`src/rtl/sse_pkg.sv`:
```
package sse_pkg;

  localparam int LANE_MAX = 4;
  localparam int BYTE_W   = 8;

  typedef enum logic [1:0] {
    PH_CMD  = 2'd0,
    PH_ADDR = 2'd1,
    PH_ALT  = 2'd2,
    PH_DATA = 2'd3
  } phase_t;

  typedef enum logic [1:0] {
    LANE_X1  = 2'd0,
    LANE_X2  = 2'd1,
    LANE_X4  = 2'd2,
    LANE_BAD = 2'd3
  } laneMode_t;

  // Control -> datapath strobes, one system cycle wide
  typedef struct packed {
    logic       load;     // capture txWord, clear receive assembly
    logic       launch;   // advance to next transmit group
    logic       sample;   // capture ioIn group
    logic       active;   // transfer running
    logic       ddrMode;  // effective double rate for this phase
    logic [1:0] laneCode; // latched lane selection
  } strobe_t;

  function automatic logic [2:0] laneWidth(input logic [1:0] code);
    case (code)
      2'd0:    return 3'd1;
      2'd1:    return 3'd2;
      default: return 3'd4;
    endcase
  endfunction

endpackage

```
`src/rtl/sse_ctrl.sv`:
```
module sse_ctrl
  import sse_pkg::*;
#(
  parameter int WORD_W = 32,
  parameter int DIV_W  = 8,
  parameter int LEN_W  = $clog2(WORD_W + 1)
) (
  input  logic             clk,
  input  logic             rstN,
  input  logic             start,
  input  logic [1:0]       phaseSel,
  input  logic [1:0]       laneSel,
  input  logic             ddrEn,
  input  logic             sampleShift,
  input  logic [LEN_W-1:0] numBits,
  input  logic [DIV_W-1:0] halfPeriod,
  output logic             sck,
  output logic             busy,
  output logic             done,
  output logic             cfgErr,
  output strobe_t          strb
);

  localparam int EDGE_W = $clog2(2 * WORD_W + 1);

  logic [DIV_W-1:0]  halfCnt, halfLat;
  logic [EDGE_W-1:0] edgeNum, nextEdge, lastEdgeLat, lastEdgeReq;
  logic [LEN_W-1:0]  unitsLat, unitsReq;
  logic              ddrLat, ddrRawLat, ssLat;
  logic [1:0]        laneLat;
  logic              sckQ, busyQ, doneQ, errQ;
  logic              misaligned, ddrSsConflict, badCfg, ddrEffReq, tick;

  // ---------------- start-time configuration check ----------------
  always_comb begin
    case (laneSel)
      2'd1:    misaligned = numBits[0];
      2'd2:    misaligned = |numBits[1:0];
      default: misaligned = 1'b0;
    endcase
    ddrSsConflict = ddrEn && sampleShift;
    badCfg = ddrSsConflict
          || (numBits == '0)
          || (numBits > LEN_W'(WORD_W))
          || (laneMode_t'(laneSel) == LANE_BAD)
          || (halfPeriod == '0)
          || misaligned;
    // command phase never runs at double rate
    ddrEffReq = ddrEn && (phase_t'(phaseSel) != PH_CMD);
    unitsReq  = numBits >> laneSel;
    // SDR: two edges per group; DDR: one edge per group, padded so sck ends low
    lastEdgeReq = ddrEffReq ? (EDGE_W'(unitsReq) + EDGE_W'(unitsReq[0]))
                            : (EDGE_W'(unitsReq) << 1);
  end

  // ---------------- serial clock timing ----------------
  assign tick     = busyQ && (halfCnt == halfLat - 1'b1);
  assign nextEdge = edgeNum + 1'b1;

  always_ff @(posedge clk) begin
    if (!rstN) begin
      halfCnt     <= '0;
      halfLat     <= '0;
      edgeNum     <= '0;
      lastEdgeLat <= '0;
      unitsLat    <= '0;
      ddrLat      <= 1'b0;
      ddrRawLat   <= 1'b0;
      ssLat       <= 1'b0;
      laneLat     <= 2'd0;
      sckQ        <= 1'b0;
      busyQ       <= 1'b0;
      doneQ       <= 1'b0;
      errQ        <= 1'b0;
    end else begin
      doneQ <= 1'b0;
      errQ  <= 1'b0;
      if (!busyQ) begin
        if (start) begin
          if (badCfg) begin
            errQ <= 1'b1;
          end else begin
            busyQ       <= 1'b1;
            halfCnt     <= '0;
            edgeNum     <= '0;
            halfLat     <= halfPeriod;
            lastEdgeLat <= lastEdgeReq;
            unitsLat    <= unitsReq;
            ddrLat      <= ddrEffReq;
            ddrRawLat   <= ddrEn;
            ssLat       <= sampleShift;
            laneLat     <= laneSel;
          end
        end
      end else if (tick) begin
        halfCnt <= '0;
        edgeNum <= nextEdge;
        sckQ    <= ~sckQ;
        if (nextEdge == lastEdgeLat) begin
          busyQ <= 1'b0;
          doneQ <= 1'b1;
        end
      end else begin
        halfCnt <= halfCnt + 1'b1;
      end
    end
  end

  // ---------------- strobes to the datapath ----------------
  // Edge n (n >= 1) is rising when odd, falling when even; edge 0 is the start.
  always_comb begin
    strb          = '0;
    strb.active   = busyQ;
    strb.ddrMode  = ddrLat;
    strb.laneCode = laneLat;
    strb.load     = !busyQ && start && !badCfg;
    if (tick) begin
      if (ddrLat) begin
        strb.launch = nextEdge < EDGE_W'(unitsLat);
        strb.sample = nextEdge <= EDGE_W'(unitsLat);
      end else begin
        strb.launch = !nextEdge[0] && (nextEdge != lastEdgeLat);
        strb.sample = ssLat ? !nextEdge[0] : nextEdge[0];
      end
    end
  end

  assign sck    = sckQ;
  assign busy   = busyQ;
  assign done   = doneQ;
  assign cfgErr = errQ;

  // ---------------- assertions ----------------
  AST_IDLE_SCK_LOW: assert property (@(posedge clk) disable iff (!rstN)
    !busyQ |-> !sckQ) else $error("serial clock high while idle");

  AST_DONE_CLOCK_LOW: assert property (@(posedge clk) disable iff (!rstN)
    doneQ |-> (!sckQ && !busyQ)) else $error("done without idle low clock");

  AST_DONE_SINGLE: assert property (@(posedge clk) disable iff (!rstN)
    doneQ |=> !doneQ) else $error("done longer than one cycle");

  AST_EDGE_BOUND: assert property (@(posedge clk) disable iff (!rstN)
    busyQ |-> (edgeNum < lastEdgeLat)) else $error("edge count overrun");

  AST_REFUSED_IDLE: assert property (@(posedge clk) disable iff (!rstN)
    errQ |-> !busyQ) else $error("refused start began a transfer");

  AST_NO_SHIFT_IN_DDR: assert property (@(posedge clk) disable iff (!rstN)
    busyQ |-> !(ddrRawLat && ssLat)) else $error("sample shift with double rate");

endmodule

```
`src/rtl/sse_datapath.sv`:
```
module sse_datapath
  import sse_pkg::*;
#(
  parameter int WORD_W = 32
) (
  input  logic                clk,
  input  logic                rstN,
  input  strobe_t             strb,
  input  logic [WORD_W-1:0]   txWord,
  input  logic [LANE_MAX-1:0] ioIn,
  output logic [LANE_MAX-1:0] ioOut,
  output logic [BYTE_W-1:0]   rxByte,
  output logic                rxValid
);

  localparam int CNT_W = $clog2(BYTE_W + 1);

  logic [WORD_W-1:0]   shReg;
  logic [BYTE_W-1:0]   rxSh, rxNext;
  logic [CNT_W-1:0]    rxCnt, rxCntNext;
  logic [2:0]          width;
  logic [LANE_MAX-1:0] laneMask, topBits;

  always_comb begin
    width     = laneWidth(strb.laneCode);
    laneMask  = LANE_MAX'((1 << width) - 1);
    // top group of the word, right aligned to lane 0
    topBits   = shReg[WORD_W-1 -: LANE_MAX];
    ioOut     = strb.active ? (topBits >> (3'(LANE_MAX) - width)) : '0;
    rxNext    = (rxSh << width) | BYTE_W'(ioIn & laneMask);
    rxCntNext = rxCnt + CNT_W'(width);
  end

  always_ff @(posedge clk) begin
    if (!rstN) begin
      shReg   <= '0;
      rxSh    <= '0;
      rxCnt   <= '0;
      rxByte  <= '0;
      rxValid <= 1'b0;
    end else begin
      rxValid <= 1'b0;
      if (strb.load) begin
        shReg <= txWord;
        rxSh  <= '0;
        rxCnt <= '0;
      end else begin
        if (strb.launch) begin
          shReg <= shReg << width;
        end
        if (strb.sample) begin
          if (rxCntNext == CNT_W'(BYTE_W)) begin
            rxByte  <= rxNext;
            rxValid <= 1'b1;
            rxSh    <= '0;
            rxCnt   <= '0;
          end else begin
            rxSh  <= rxNext;
            rxCnt <= rxCntNext;
          end
        end
      end
    end
  end

  AST_RX_PULSE: assert property (@(posedge clk) disable iff (!rstN)
    rxValid |=> !rxValid) else $error("receive strobe held");

  AST_RX_COUNT_RANGE: assert property (@(posedge clk) disable iff (!rstN)
    rxCnt < CNT_W'(BYTE_W)) else $error("receive count out of range");

endmodule

```
`src/rtl/ser_shift_engine.sv`:
```
module ser_shift_engine
  import sse_pkg::*;
#(
  parameter int WORD_W = 32,
  parameter int DIV_W  = 8,
  parameter int LEN_W  = $clog2(WORD_W + 1)
) (
  input  logic              clk,
  input  logic              rstN,
  input  logic              start,
  input  logic [1:0]        phaseSel,
  input  logic [1:0]        laneSel,
  input  logic              ddrEn,
  input  logic              sampleShift,
  input  logic [LEN_W-1:0]  numBits,
  input  logic [DIV_W-1:0]  halfPeriod,
  input  logic [WORD_W-1:0] txWord,
  input  logic [3:0]        ioIn,
  output logic              sck,
  output logic [3:0]        ioOut,
  output logic [7:0]        rxByte,
  output logic              rxValid,
  output logic              busy,
  output logic              done,
  output logic              cfgErr
);

  strobe_t strb;

  sse_ctrl #(
    .WORD_W (WORD_W),
    .DIV_W  (DIV_W),
    .LEN_W  (LEN_W)
  ) uCtrl (
    .clk         (clk),
    .rstN        (rstN),
    .start       (start),
    .phaseSel    (phaseSel),
    .laneSel     (laneSel),
    .ddrEn       (ddrEn),
    .sampleShift (sampleShift),
    .numBits     (numBits),
    .halfPeriod  (halfPeriod),
    .sck         (sck),
    .busy        (busy),
    .done        (done),
    .cfgErr      (cfgErr),
    .strb        (strb)
  );

  sse_datapath #(
    .WORD_W (WORD_W)
  ) uData (
    .clk     (clk),
    .rstN    (rstN),
    .strb    (strb),
    .txWord  (txWord),
    .ioIn    (ioIn),
    .ioOut   (ioOut),
    .rxByte  (rxByte),
    .rxValid (rxValid)
  );

  // Launch-edge rules, spanning control (sck) and datapath (ioOut)
  AST_SDR_FALLING_LAUNCH: assert property (@(posedge clk) disable iff (!rstN)
    (busy && $past(busy) && !strb.ddrMode && (ioOut != $past(ioOut))) |-> $fell(sck))
    else $error("single-rate output moved off a falling edge");

  AST_DDR_EDGE_LAUNCH: assert property (@(posedge clk) disable iff (!rstN)
    (busy && $past(busy) && (ioOut != $past(ioOut))) |-> (sck != $past(sck)))
    else $error("output moved between clock edges");

endmodule

```
`config.mk`:
```
export PLATFORM = sky130hd
export DESIGN_NAME = ser_shift_engine
export DESIGN_NICKNAME = d
export VERILOG_FILES = /design/src/rtl/sse_pkg.sv /design/src/rtl/sse_ctrl.sv /design/src/rtl/sse_datapath.sv /design/src/rtl/ser_shift_engine.sv
export SDC_FILE = /design/constraint.sdc
export NUM_CORES = 1
export LEC_CHECK = 0
export BUFFER_PORTS_ARGS = -buffer_cell sky130_fd_sc_hd__buf_2
export CAP_MARGIN = 20
export CORE_AREA = 2 2 113 197
export CTS_BUF_LIST = sky130_fd_sc_hd__clkbuf_2 sky130_fd_sc_hd__clkbuf_4 sky130_fd_sc_hd__clkbuf_8
export DETAILED_ROUTE_END_ITERATION = 6
export DIE_AREA = 0 0 115 199
export PLACE_DENSITY = 0.49
export SLEW_MARGIN = 15
export SYNTH_ARGS = -nofsm -noshare
export SYNTH_HDL_FRONTEND = slang
export SYNTH_SLANG_ARGS = --single-unit
```
`constraint.sdc`:
```
create_clock -name clk -period 3.21 [get_ports clk]
set_input_delay 0.4815 -clock clk [delete_from_list [all_inputs] [get_ports clk]]
set_output_delay 0.4815 -clock clk [all_outputs]
set_load 0.02 [all_outputs]
```
==> results of run 1 <==
cells by family after synthesis:
family                     count (synthesis)  synth area share (%)
and+or+nand+nor                          262                  19.7
xor gates and xnor gates                  32                  4.67
muxes                                    127                  20.7
AOI/OAI and AO/OA                        151                  14.9
adders and majority gates                 18                  3.70
buffers and inverters                     78                  5.72
DFF                                       96                  30.5
worst max-delay path, delay by kind of cell, from the launching register on:
family | cells | cell delay (ps)
xor gates and xnor gates | 1 | 170
adders and majority gates | 1 | 270
and+or+nand+nor | 4 | 580
muxes | 1 | 210
DFF | 1 | 430
AOI/OAI and AO/OA | 3 | 870
buffers and inverters | 1 | 230
report_power, final:
group / internal (mW) / leakage, nW / total (mW) / switching (mW)
Clock: 0.347 / 0.0971 / 0.798 / 0.451
Combinational: 0.155 / 1.97 / 0.367 / 0.212
Sequential: 1.21 / 0.776 / 1.24 / 0.0252
cells in the mapped netlist, drive strengths merged (16+ instances only):
| cell | instances | share of area, % |
|---|---|---|
| mux2 | 28 | 5.0 |
| ha | 17 | 3.4 |
| inv | 22 | 1.3 |
| nand3 | 22 | 1.8 |
| and3 | 16 | 1.6 |
| xnor2 | 18 | 2.5 |
| clkbuf | 41 | 2.4 |
| mux2i | 99 | 16 |
| o21ai | 27 | 2.1 |
| dfxtp | 96 | 31 |
| nand2 | 70 | 4.2 |
| nor2 | 96 | 5.7 |
| a21oi | 74 | 5.9 |
state kept, by name (all words and copies together) (netlist names):
signal	count
uData.shReg	32
uCtrl.halfCnt	8
uCtrl.halfLat	8
uData.rxByte	8
uData.rxSh	8
uCtrl.edgeNum	7
uCtrl.lastEdgeLat	6
uCtrl.unitsLat	6
uData.rxCnt	4
uCtrl.laneLat	2
uCtrl.busy	1
uCtrl.cfgErr	1
uCtrl.ddrLat	1
uCtrl.done	1
uCtrl.sck	1
uCtrl.ssLat	1
uData.rxValid	1
final cells by class:
class / instances / area [µm²]
Sequential cell: 96 / 1920
Multi-Input combinational cell: 590 / 4020
Tap cell: 255 / 319
Clock inverter: 3 / 25.0
Timing Repair Buffer: 104 / 618
Inverter: 22 / 82.6
Clock buffer: 13 / 166
Fill cell: 2349 / 14200
metrics by stage:
step           cells  power [mW]  area, µm²  setup WS (ps)
2_1_floorplan    764        1.51       6300            131
3_3_place_gp    1067        1.63       6960            343
3_5_place_dp    1067        1.64       6960            346
4_1_cts         1083        2.45       7160            316
5_1_grt         1083        2.52       7160           64.5
6_report        1083        2.40       7160            323
layout by cell type, fill, tap and decap left out, types with 5 or more instances in the layout:
cell type                   n
sky130_fd_sc_hd__buf_2     75
sky130_fd_sc_hd__and2_1     5
sky130_fd_sc_hd__nor2b_1    7
sky130_fd_sc_hd__nor3b_1    7
sky130_fd_sc_hd__ha_1      16
sky130_fd_sc_hd__xor2_1    13
sky130_fd_sc_hd__nor2_1    96
sky130_fd_sc_hd__o21ai_0   27
sky130_fd_sc_hd__a21oi_1   73
sky130_fd_sc_hd__nand3_1   21
sky130_fd_sc_hd__dfxtp_1   94
sky130_fd_sc_hd__inv_1     21
sky130_fd_sc_hd__nand2_1   69
sky130_fd_sc_hd__o41ai_1    6
sky130_fd_sc_hd__clkbuf_8  11
sky130_fd_sc_hd__a21o_1     7
sky130_fd_sc_hd__nand4_1    6
sky130_fd_sc_hd__xnor2_1   18
sky130_fd_sc_hd__nand2b_1   5
sky130_fd_sc_hd__mux2i_1   99
sky130_fd_sc_hd__mux2_2    28
sky130_fd_sc_hd__buf_4     27
sky130_fd_sc_hd__nor3_1     8
sky130_fd_sc_hd__nand3b_1   5
sky130_fd_sc_hd__and3_1    16
path summary, 6_finish.rpt:
kind,end,start
hold reg to reg,uCtrl.unitsLat[2],uCtrl.unitsLat[2]
setup / recovery,uData.shReg[12],uCtrl.edgeNum[3]
hold / removal,uData.shReg[0],txWord[0]
setup reg to reg,uData.shReg[12],uCtrl.edgeNum[3]
routing by layer:
| metal | wire length (µm) | GRT usage, % | up-vias | part of all wire, % |
|---|---|---|---|---|
| met1 | 7550 | 18.2 | 2596 | 43 |
| met3 | 466 | 2.07 | 15 | 2.7 |
| met4 | 250 | 4.91 | 0 | 1.4 |
| met2 | 9220 | 28.7 | 88 | 53 |
| li1 | - | - | 2806 | - |
| met5 | 0 | 0 | - | 0 |
==> impl_summary.log, run 1 <==
INFO  metric area_growth = 13.6%
INFO  metric vias_per_cell = 5.08
INFO  metric cts_post_setup_buffers_inserted = 0
INFO  metric dr.pass1.iters = 4
INFO  metric floorplan.die.width = 115 µm
INFO  metric post_synth_edffs = 0
INFO  metric rsz0062_at_grt = false
INFO  metric globalRoute.totalOverflow = 0
INFO  metric drc = 0
INFO  metric cts_resized = 0
INFO  metric synth.yosys.warnings = 0
INFO  metric timing.final.crit_share = 89.9%
INFO  metric ios = 76
INFO  metric drt-total-wl = 17.5 mm
INFO  metric finalWeightedCongestion = 0.798
INFO  metric layout-drive-gt1-share = 19.6%
INFO  metric report.final.slew_viol_count = 0
INFO  metric ys_types = 59
INFO  metric fmax = 346 MHz
INFO  metric tritoncts = yes
INFO  metric critical_path.max_stage_delay = 430 ps
INFO  metric ir_drop = 0.152 mV
INFO  metric tot_gr_track_use = 15.5%
INFO  metric max-cap-violations = 0
INFO  metric min_delay_path_depth = 2
INFO  metric drtIter0Drc = 244
INFO  metric crit_slowest_cell = sky130_fd_sc_hd__dfxtp_1
INFO  metric total_clock_buffers_created_by_cts = 9
INFO  metric layout.core_utilization = 33.6%
INFO  metric endpoints_failing_hold = 0
INFO  metric worst-endpoint-arrival = 3160 ps
INFO  metric total_leakage_power = 2.84 nW
INFO  metric mappedNetlistArea = 0.00630 mm²
INFO  metric worst_skew_pair_later_pin_latency = 390 ps
INFO  metric first_global_vias = 5471
INFO  metric largest_net_degree_at_the_start_of_global_routing = 45
INFO  metric ant_nets = 0
INFO  metric syn_inst = 764
INFO  metric worst-r2r-cell-count = 11
INFO  metric timing_worst_setup_path_type = reg -> reg
INFO  metric worst_hold_slack = 318 ps
INFO  metric fp.dieArea = 0.0229 mm²
INFO  metric report.final.setup_viol = 0
INFO  metric mean_instance_size_in_the_synthesized_netlist = 8.24 µm²
INFO  metric worst_path_most_repeated_cell = sky130_fd_sc_hd__and3_1
INFO  metric dp_hpwl = 13.4 mm
INFO  metric timing.max_slew.rel_slack = 58.7%
INFO  metric vias = 5505
INFO  metric ys_dominant_reg_cell = sky130_fd_sc_hd__dfxtp_1
INFO  metric path_max_fanout = 7
INFO  metric design.final.nets = 900
INFO  metric ctsRootBufferMaster = sky130_fd_sc_hd__clkbuf_8
INFO  metric die_h = 199 µm
INFO  metric grt_antenna_before_repair = 0
INFO  metric insertedDiodeCount = 0
INFO  metric layout_min_cycle_time = 2890 ps
INFO  metric core-area = 0.0213 mm²
INFO  metric crit_path_end_kind = register
INFO  metric crit_chain = and3_1, and3_1, xor2_1, ha_1, a21oi_1, nand2_1, o31ai_1, a31o_2, buf_4, mux2i_1, nor2_1
INFO  metric worst-endpoint-required = 3480 ps
INFO  metric floorplan.rows = 71
INFO  metric clock_transition_at_the_registers_of_the_reported_paths = 100 ps
INFO  metric ys_seq_elements = 96
INFO  metric clock_sinks = 96
INFO  metric grt_pass1_wl = 28.1 mm
INFO  metric holdBufCountCts = 0
INFO  metric fin_worst_skew = 15.3 ps
INFO  metric async_flop_share = 0%
INFO  metric cts_htree_levels = 3
INFO  metric drt-wirelength-per-cell = 16.1 µm
INFO  metric clockBufferDepth = 2
INFO  metric synth_sequential_area_ratio = 30.5%
INFO  metric synth.net_count = 841
INFO  metric run_status = completed
INFO  metric worst_setup_path_start_kind = register
INFO  metric floorplan.initialDensity = 29.5%
INFO  metric worst_hold_path_type = in -> reg
INFO  metric worstMarginPinSlew = 620 ps
INFO  metric timing.setup.tns = 0 ps
INFO  metric regToRegSetupSlack = 320 ps
INFO  metric port_buffers = 75
INFO  metric pwr_density_cell = 335 mW/mm²
Note: power is estimated with default switching activity, not from simulation.
==> inputs of run 2 (changes only) <==
--- a/config.mk
+++ b/config.mk
@@ -12,6 +12,7 @@
 export DETAILED_ROUTE_END_ITERATION = 6
 export DIE_AREA = 0 0 115 199
 export PLACE_DENSITY = 0.49
+export REMOVE_ABC_BUFFERS = 1
 export SLEW_MARGIN = 15
 export SYNTH_ARGS = -nofsm -noshare
 export SYNTH_HDL_FRONTEND = slang
==> impl_summary.log, run 2 (synthesis gave the netlist of run 1 again) <==
INFO  metric timing.max_slew.rel_slack = 58.0%
INFO  metric dr.pass1.iters = 5
INFO  metric ant_nets = 0
INFO  metric worst_setup_path_start_kind = register
INFO  metric drc = 0
INFO  metric path_buf_inv = 1
INFO  metric max_reg_flops = 32
INFO  metric port_buffers = 75
INFO  metric total_leakage_power = 2.82 nW
INFO  metric largest_net_degree_at_the_start_of_global_routing = 43
INFO  metric worst-endpoint-arrival = 3110 ps
INFO  metric timing.final.crit_share = 87.8%
INFO  metric floorplan.initialDensity = 29.5%
INFO  metric rsz0062_at_grt = false
INFO  metric pwr_density_cell = 347 mW/mm²
INFO  metric worst_path_most_repeated_cell = sky130_fd_sc_hd__and3_1
INFO  metric floorplan.rows = 71
INFO  metric cts_post_setup_buffers_inserted = 0
INFO  metric largest_reg_by_ff_count = uData.shReg
INFO  metric fmax = 355 MHz
INFO  metric grt_pass1_wl = 28.6 mm
INFO  metric timing_worst_setup_path_type = reg -> reg
INFO  metric design.final.nets = 894
INFO  metric worst_skew_pair_later_pin_latency = 390 ps
INFO  metric floorplan.die.width = 115 µm
INFO  metric crit_family = compound AO/OA/AOI/OAI gates
INFO  metric crit_path_end_kind = register
INFO  metric multiInputGateArea = 0.00402 mm²
INFO  metric path_max_fanout = 37
INFO  metric insertedDiodeCount = 0
INFO  metric globalRoute.totalOverflow = 0
INFO  metric drtIter0Drc = 253
INFO  metric cts_resized = 0
INFO  metric layout_min_cycle_time = 2820 ps
INFO  metric area_growth = 13.2%
INFO  metric clock_sinks = 96
INFO  metric ir_drop = 0.145 mV
INFO  metric run_status = completed
INFO  metric grt_antenna_before_repair = 0
INFO  metric crit_slowest_cell = sky130_fd_sc_hd__dfxtp_1
INFO  metric p_total = 2.47 mW
INFO  metric dp_hpwl = 13.6 mm
INFO  metric ctsRootBufferMaster = sky130_fd_sc_hd__clkbuf_8
INFO  metric commonest_cells_after_routing_fill_and_taps_aside = sky130_fd_sc_hd__mux2i_1, sky130_fd_sc_hd__nor2_1, sky130_fd_sc_hd__dfxtp_1
INFO  metric drt-wirelength-per-cell = 16.6 µm
INFO  metric clockBufferDepth = 2
INFO  metric mostFrequentLayoutCell = sky130_fd_sc_hd__mux2i_1
INFO  metric fp.dieArea = 0.0229 mm²
INFO  metric tritoncts = yes
INFO  metric report.final.slew_viol_count = 0
INFO  metric endpoints_failing_hold = 0
INFO  metric holdBufCountCts = 0
INFO  metric clock_transition_at_the_registers_of_the_reported_paths = 100 ps
INFO  metric filler_cell_count_in_the_final_layout = 2319
INFO  metric fin_worst_skew = 16.8 ps
INFO  metric worstMarginPinSlew = 613 ps
INFO  metric vias_per_cell = 5.09
INFO  metric tot_gr_track_use = 16.1%
INFO  metric drt-total-wl = 17.9 mm
INFO  metric vias = 5483
INFO  metric worst_hold_path_type = in -> reg
INFO  metric finalWeightedCongestion = 0.833
INFO  metric crit_chain = and3_1, and3_1, xor2_1, ha_1, a21oi_1, nand2_1, o31ai_1, a31o_2, buf_12, mux2i_1, nor2_1
INFO  metric report.final.setup_viol = 0
INFO  metric timing.setup.tns = 0 ps
INFO  metric critical_path.max_stage_delay = 430 ps
INFO  metric layout-drive-gt1-share = 19.0%
INFO  metric worst-endpoint-required = 3500 ps
INFO  metric total_clock_buffers_created_by_cts = 9
INFO  metric max-cap-violations = 0
INFO  metric core-area = 0.0213 mm²
INFO  metric ff_latch_area = 0.00192 mm²
INFO  metric first_global_vias = 5411
INFO  metric ios = 76
INFO  metric cts_htree_levels = 3
INFO  metric worst_hold_slack = 299 ps
INFO  metric die_h = 199 µm
-- run 2: cell types whose count changed in the layout (fill, tap and decap cells not counted), sizes merged --
cell | before | now
clkinvlp | 1 | 2
inv | 23 | 22
bufinv | 0 | 1
buf | 104 | 98
clkbuf | 13 | 12
-- run 2: area by class of cell --
cell class | count | share of cell area [%]
timing repair buffer | 98 | 8.04
sequential | 96 | 27.0
tap | 255 | 4.48
multi-input combinational | 590 | 56.4
clock inverter | 4 | 0.755
inverter | 22 | 1.16
clock buffer | 12 | 2.14
-- run 2: routing by layer --
layer | wire length, µm | vias up | track usage (%)
li1 | - | 2801 | -
met1 | 7210 | 2595 | 17.9
met2 | 9830 | 67 | 30.2
met3 | 505 | 20 | 2.62
met4 | 322 | 0 | 5.93
met5 | 0 | - | 0
-- run 2: worst paths after layout --
path                startpoint                 to  slack, ps  cells past startpoint
max           uCtrl.edgeNum[3]    uData.shReg[28]        390                     11
min                  txWord[0]     uData.shReg[0]        300                      2
max reg2reg   uCtrl.edgeNum[3]    uData.shReg[28]        390                     11
min reg2reg  uCtrl.unitsLat[2]  uCtrl.unitsLat[2]        470                      2
-- run 2: power breakdown --
part / switching (mW) / total, mW / internal (mW)
sequential: 0.0226 / 1.23 / 1.21
combinational: 0.220 / 0.370 / 0.150
clock: 0.466 / 0.868 / 0.401
-- run 2: through the flow --
step | area [µm²] | std cells | utilization (%) | worst slack (ps)
floorplan | 6020 | 708 | - | -2010
global placement | 6920 | 1061 | 32.5 | 426
detailed placement | 6920 | 1061 | 32.5 | 349
CTS | 7130 | 1077 | 33.4 | 389
global route | 7130 | 1077 | 33.4 | 46.2
finish | 7130 | 1077 | 33.4 | 392
==> inputs of run 3 (changes only) <==
--- a/config.mk
+++ b/config.mk
@@ -11,7 +11,7 @@
 export CTS_BUF_LIST = sky130_fd_sc_hd__clkbuf_2 sky130_fd_sc_hd__clkbuf_4 sky130_fd_sc_hd__clkbuf_8
 export DETAILED_ROUTE_END_ITERATION = 6
 export DIE_AREA = 0 0 115 199
-export PLACE_DENSITY = 0.49
+export PLACE_DENSITY = 0.47
 export REMOVE_ABC_BUFFERS = 1
 export SLEW_MARGIN = 15
 export SYNTH_ARGS = -nofsm -noshare
==> constraint.sdc (replaced) <==
create_clock -name clk -period 2.93 [get_ports clk]
set_input_delay 0.4395 -clock clk [delete_from_list [all_inputs] [get_ports clk]]
set_output_delay 0.4395 -clock clk [all_outputs]
set_load 0.02 [all_outputs]
==> impl_summary.log, run 3 (synthesis gave the netlist of run 1 again) <==
INFO  metric run_status = completed
INFO  metric place_ws = 132 ps
INFO  metric die_h = 199 µm
INFO  metric p_total = 2.73 mW
INFO  metric multiInputGateArea = 0.00403 mm²
INFO  metric drtIter0Drc = 234
INFO  metric worst_hold_path_type = in -> reg
INFO  metric design.final.nets = 906
INFO  metric crit_slowest_cell = sky130_fd_sc_hd__dfxtp_2
INFO  metric first_global_vias = 5539
INFO  metric fp.dieArea = 0.0229 mm²
INFO  metric worst_skew_pair_later_pin_latency = 420 ps
INFO  metric commonest_cells_after_routing_fill_and_taps_aside = sky130_fd_sc_hd__mux2i_1, sky130_fd_sc_hd__nor2_1, sky130_fd_sc_hd__dfxtp_1
INFO  metric insertedDiodeCount = 0
INFO  metric max-cap-violations = 0
INFO  metric drt-wirelength-per-cell = 16.9 µm
INFO  metric area_growth = 15.0%
INFO  metric worst_hold_slack = 269 ps
INFO  metric grt_pass1_wl = 29.4 mm
INFO  metric dp_hpwl = 13.9 mm
INFO  metric pwr_density_cell = 378 mW/mm²
INFO  metric worstMarginPinSlew = 629 ps
INFO  metric worst-endpoint-arrival = 3030 ps
INFO  metric fmax = 364 MHz
INFO  metric cts_htree_levels = 3
INFO  metric crit_family = simple AND/OR/NAND/NOR gates
INFO  metric report.final.slew_viol_count = 0
INFO  metric timing.setup.tns = 0 ps
INFO  metric dr.pass1.iters = 4
INFO  metric largest_reg_by_ff_count = uData.shReg
INFO  metric timing_worst_setup_path_type = reg -> reg
INFO  metric ctsRootBufferMaster = sky130_fd_sc_hd__clkbuf_8
INFO  metric floorplan.initialDensity = 29.5%
INFO  metric max_reg_flops = 32
INFO  metric floorplan.rows = 71
INFO  metric finalWeightedCongestion = 0.805
INFO  metric timing.final.crit_share = 93.8%
INFO  metric clock_sinks = 96
INFO  metric total_leakage_power = 2.88 nW
INFO  metric ant_nets = 0
INFO  metric design_area = 0.00724 mm²
INFO  metric core-area = 0.0213 mm²
INFO  metric placedInstanceArea = 0.00702 mm²
INFO  metric layoutNonFillerInstCount = 1089
INFO  metric grt_antenna_before_repair = 1
INFO  metric critical_path.max_stage_delay = 360 ps
INFO  metric drc = 0
INFO  metric timing.max_slew.rel_slack = 58.0%
INFO  metric total_clock_buffers_created_by_cts = 9
INFO  metric layout.core_utilization = 34.0%
INFO  metric rsz0062_at_grt = false
INFO  metric layout_min_cycle_time = 2750 ps
INFO  metric vias = 5598
INFO  metric worst-endpoint-required = 3220 ps
INFO  metric crit_path_end_kind = register
INFO  metric drt-total-wl = 18.4 mm
INFO  metric crit_chain = nor2b_1, inv_1, ha_2, ha_1, xnor2_1, nor3b_1, nor2b_1, buf_4, nor4bb_1
INFO  metric worst_setup_path_start_kind = register
INFO  metric path_buf_inv = 2
INFO  metric endpoints_failing_hold = 0
INFO  metric tritoncts = yes
INFO  metric globalRoute.totalOverflow = 0
INFO  metric worst_path_most_repeated_cell = sky130_fd_sc_hd__nor2b_1
INFO  metric floorplan.die.width = 115 µm
INFO  metric final.setup.worst_slack = 182 ps
INFO  metric cts_post_setup_buffers_inserted = 0
INFO  metric ir_drop = 0.318 mV
INFO  metric fin_worst_skew = 18.9 ps
INFO  metric clockBufferDepth = 2
INFO  metric filler_cell_count_in_the_final_layout = 2332
INFO  metric cts_resized = 0
INFO  metric clock_transition_at_the_registers_of_the_reported_paths = 100 ps
INFO  metric placedCellCount = 1073
INFO  metric path_max_fanout = 14
INFO  metric report.final.setup_viol = 0
INFO  metric ff_latch_area = 0.00193 mm²
INFO  metric mostFrequentLayoutCell = sky130_fd_sc_hd__mux2i_1
INFO  metric tot_gr_track_use = 16.6%
INFO  metric layout-drive-gt1-share = 20.6%
INFO  metric largest_net_degree_at_the_start_of_global_routing = 58
INFO  metric vias_per_cell = 5.14
INFO  metric port_buffers = 75
INFO  metric holdBufCountCts = 0
INFO  metric ios = 76
## run 3: cell type report
cell class | instances | share of cell area, %
multi-input combinational | 590 | 55.7
clock buffer | 10 | 1.90
clock inverter | 6 | 0.933
tap | 255 | 4.41
sequential | 96 | 26.6
timing repair buffer | 110 | 9.33
inverter | 22 | 1.14
## run 3: report_power, final
group | leakage, nW | switching [mW] | total (mW) | internal (mW)
Clock | 0.0989 | 0.547 | 0.968 | 0.421
Combinational | 2.01 | 0.242 | 0.416 | 0.174
Sequential | 0.777 | 0.0243 | 1.35 | 1.33
## run 3: tightest hold or removal path, stage by stage
cell                      delay (ps)
sky130_fd_sc_hd__buf_2           100
sky130_fd_sc_hd__nand2_1          50
sky130_fd_sc_hd__a21oi_1          50
## run 3: worst paths after layout
path                          start  slack (ps)                end  cells past startpoint
hold reg to reg   uCtrl.unitsLat[1]         460  uCtrl.unitsLat[1]                      2
hold / removal        halfPeriod[5]         270   uCtrl.halfLat[5]                      3
setup / recovery   uCtrl.laneLat[0]         180      uData.rxValid                      9
setup reg to reg   uCtrl.laneLat[0]         180      uData.rxValid                      9
## run 3: per-layer routing
layer / GRT usage [%] / share of wire, %
met1: 18.3 / 40
met2: 31.0 / 55
met3: 3.20 / 2.9
met4: 6.11 / 2.2
met5: 0 / 0
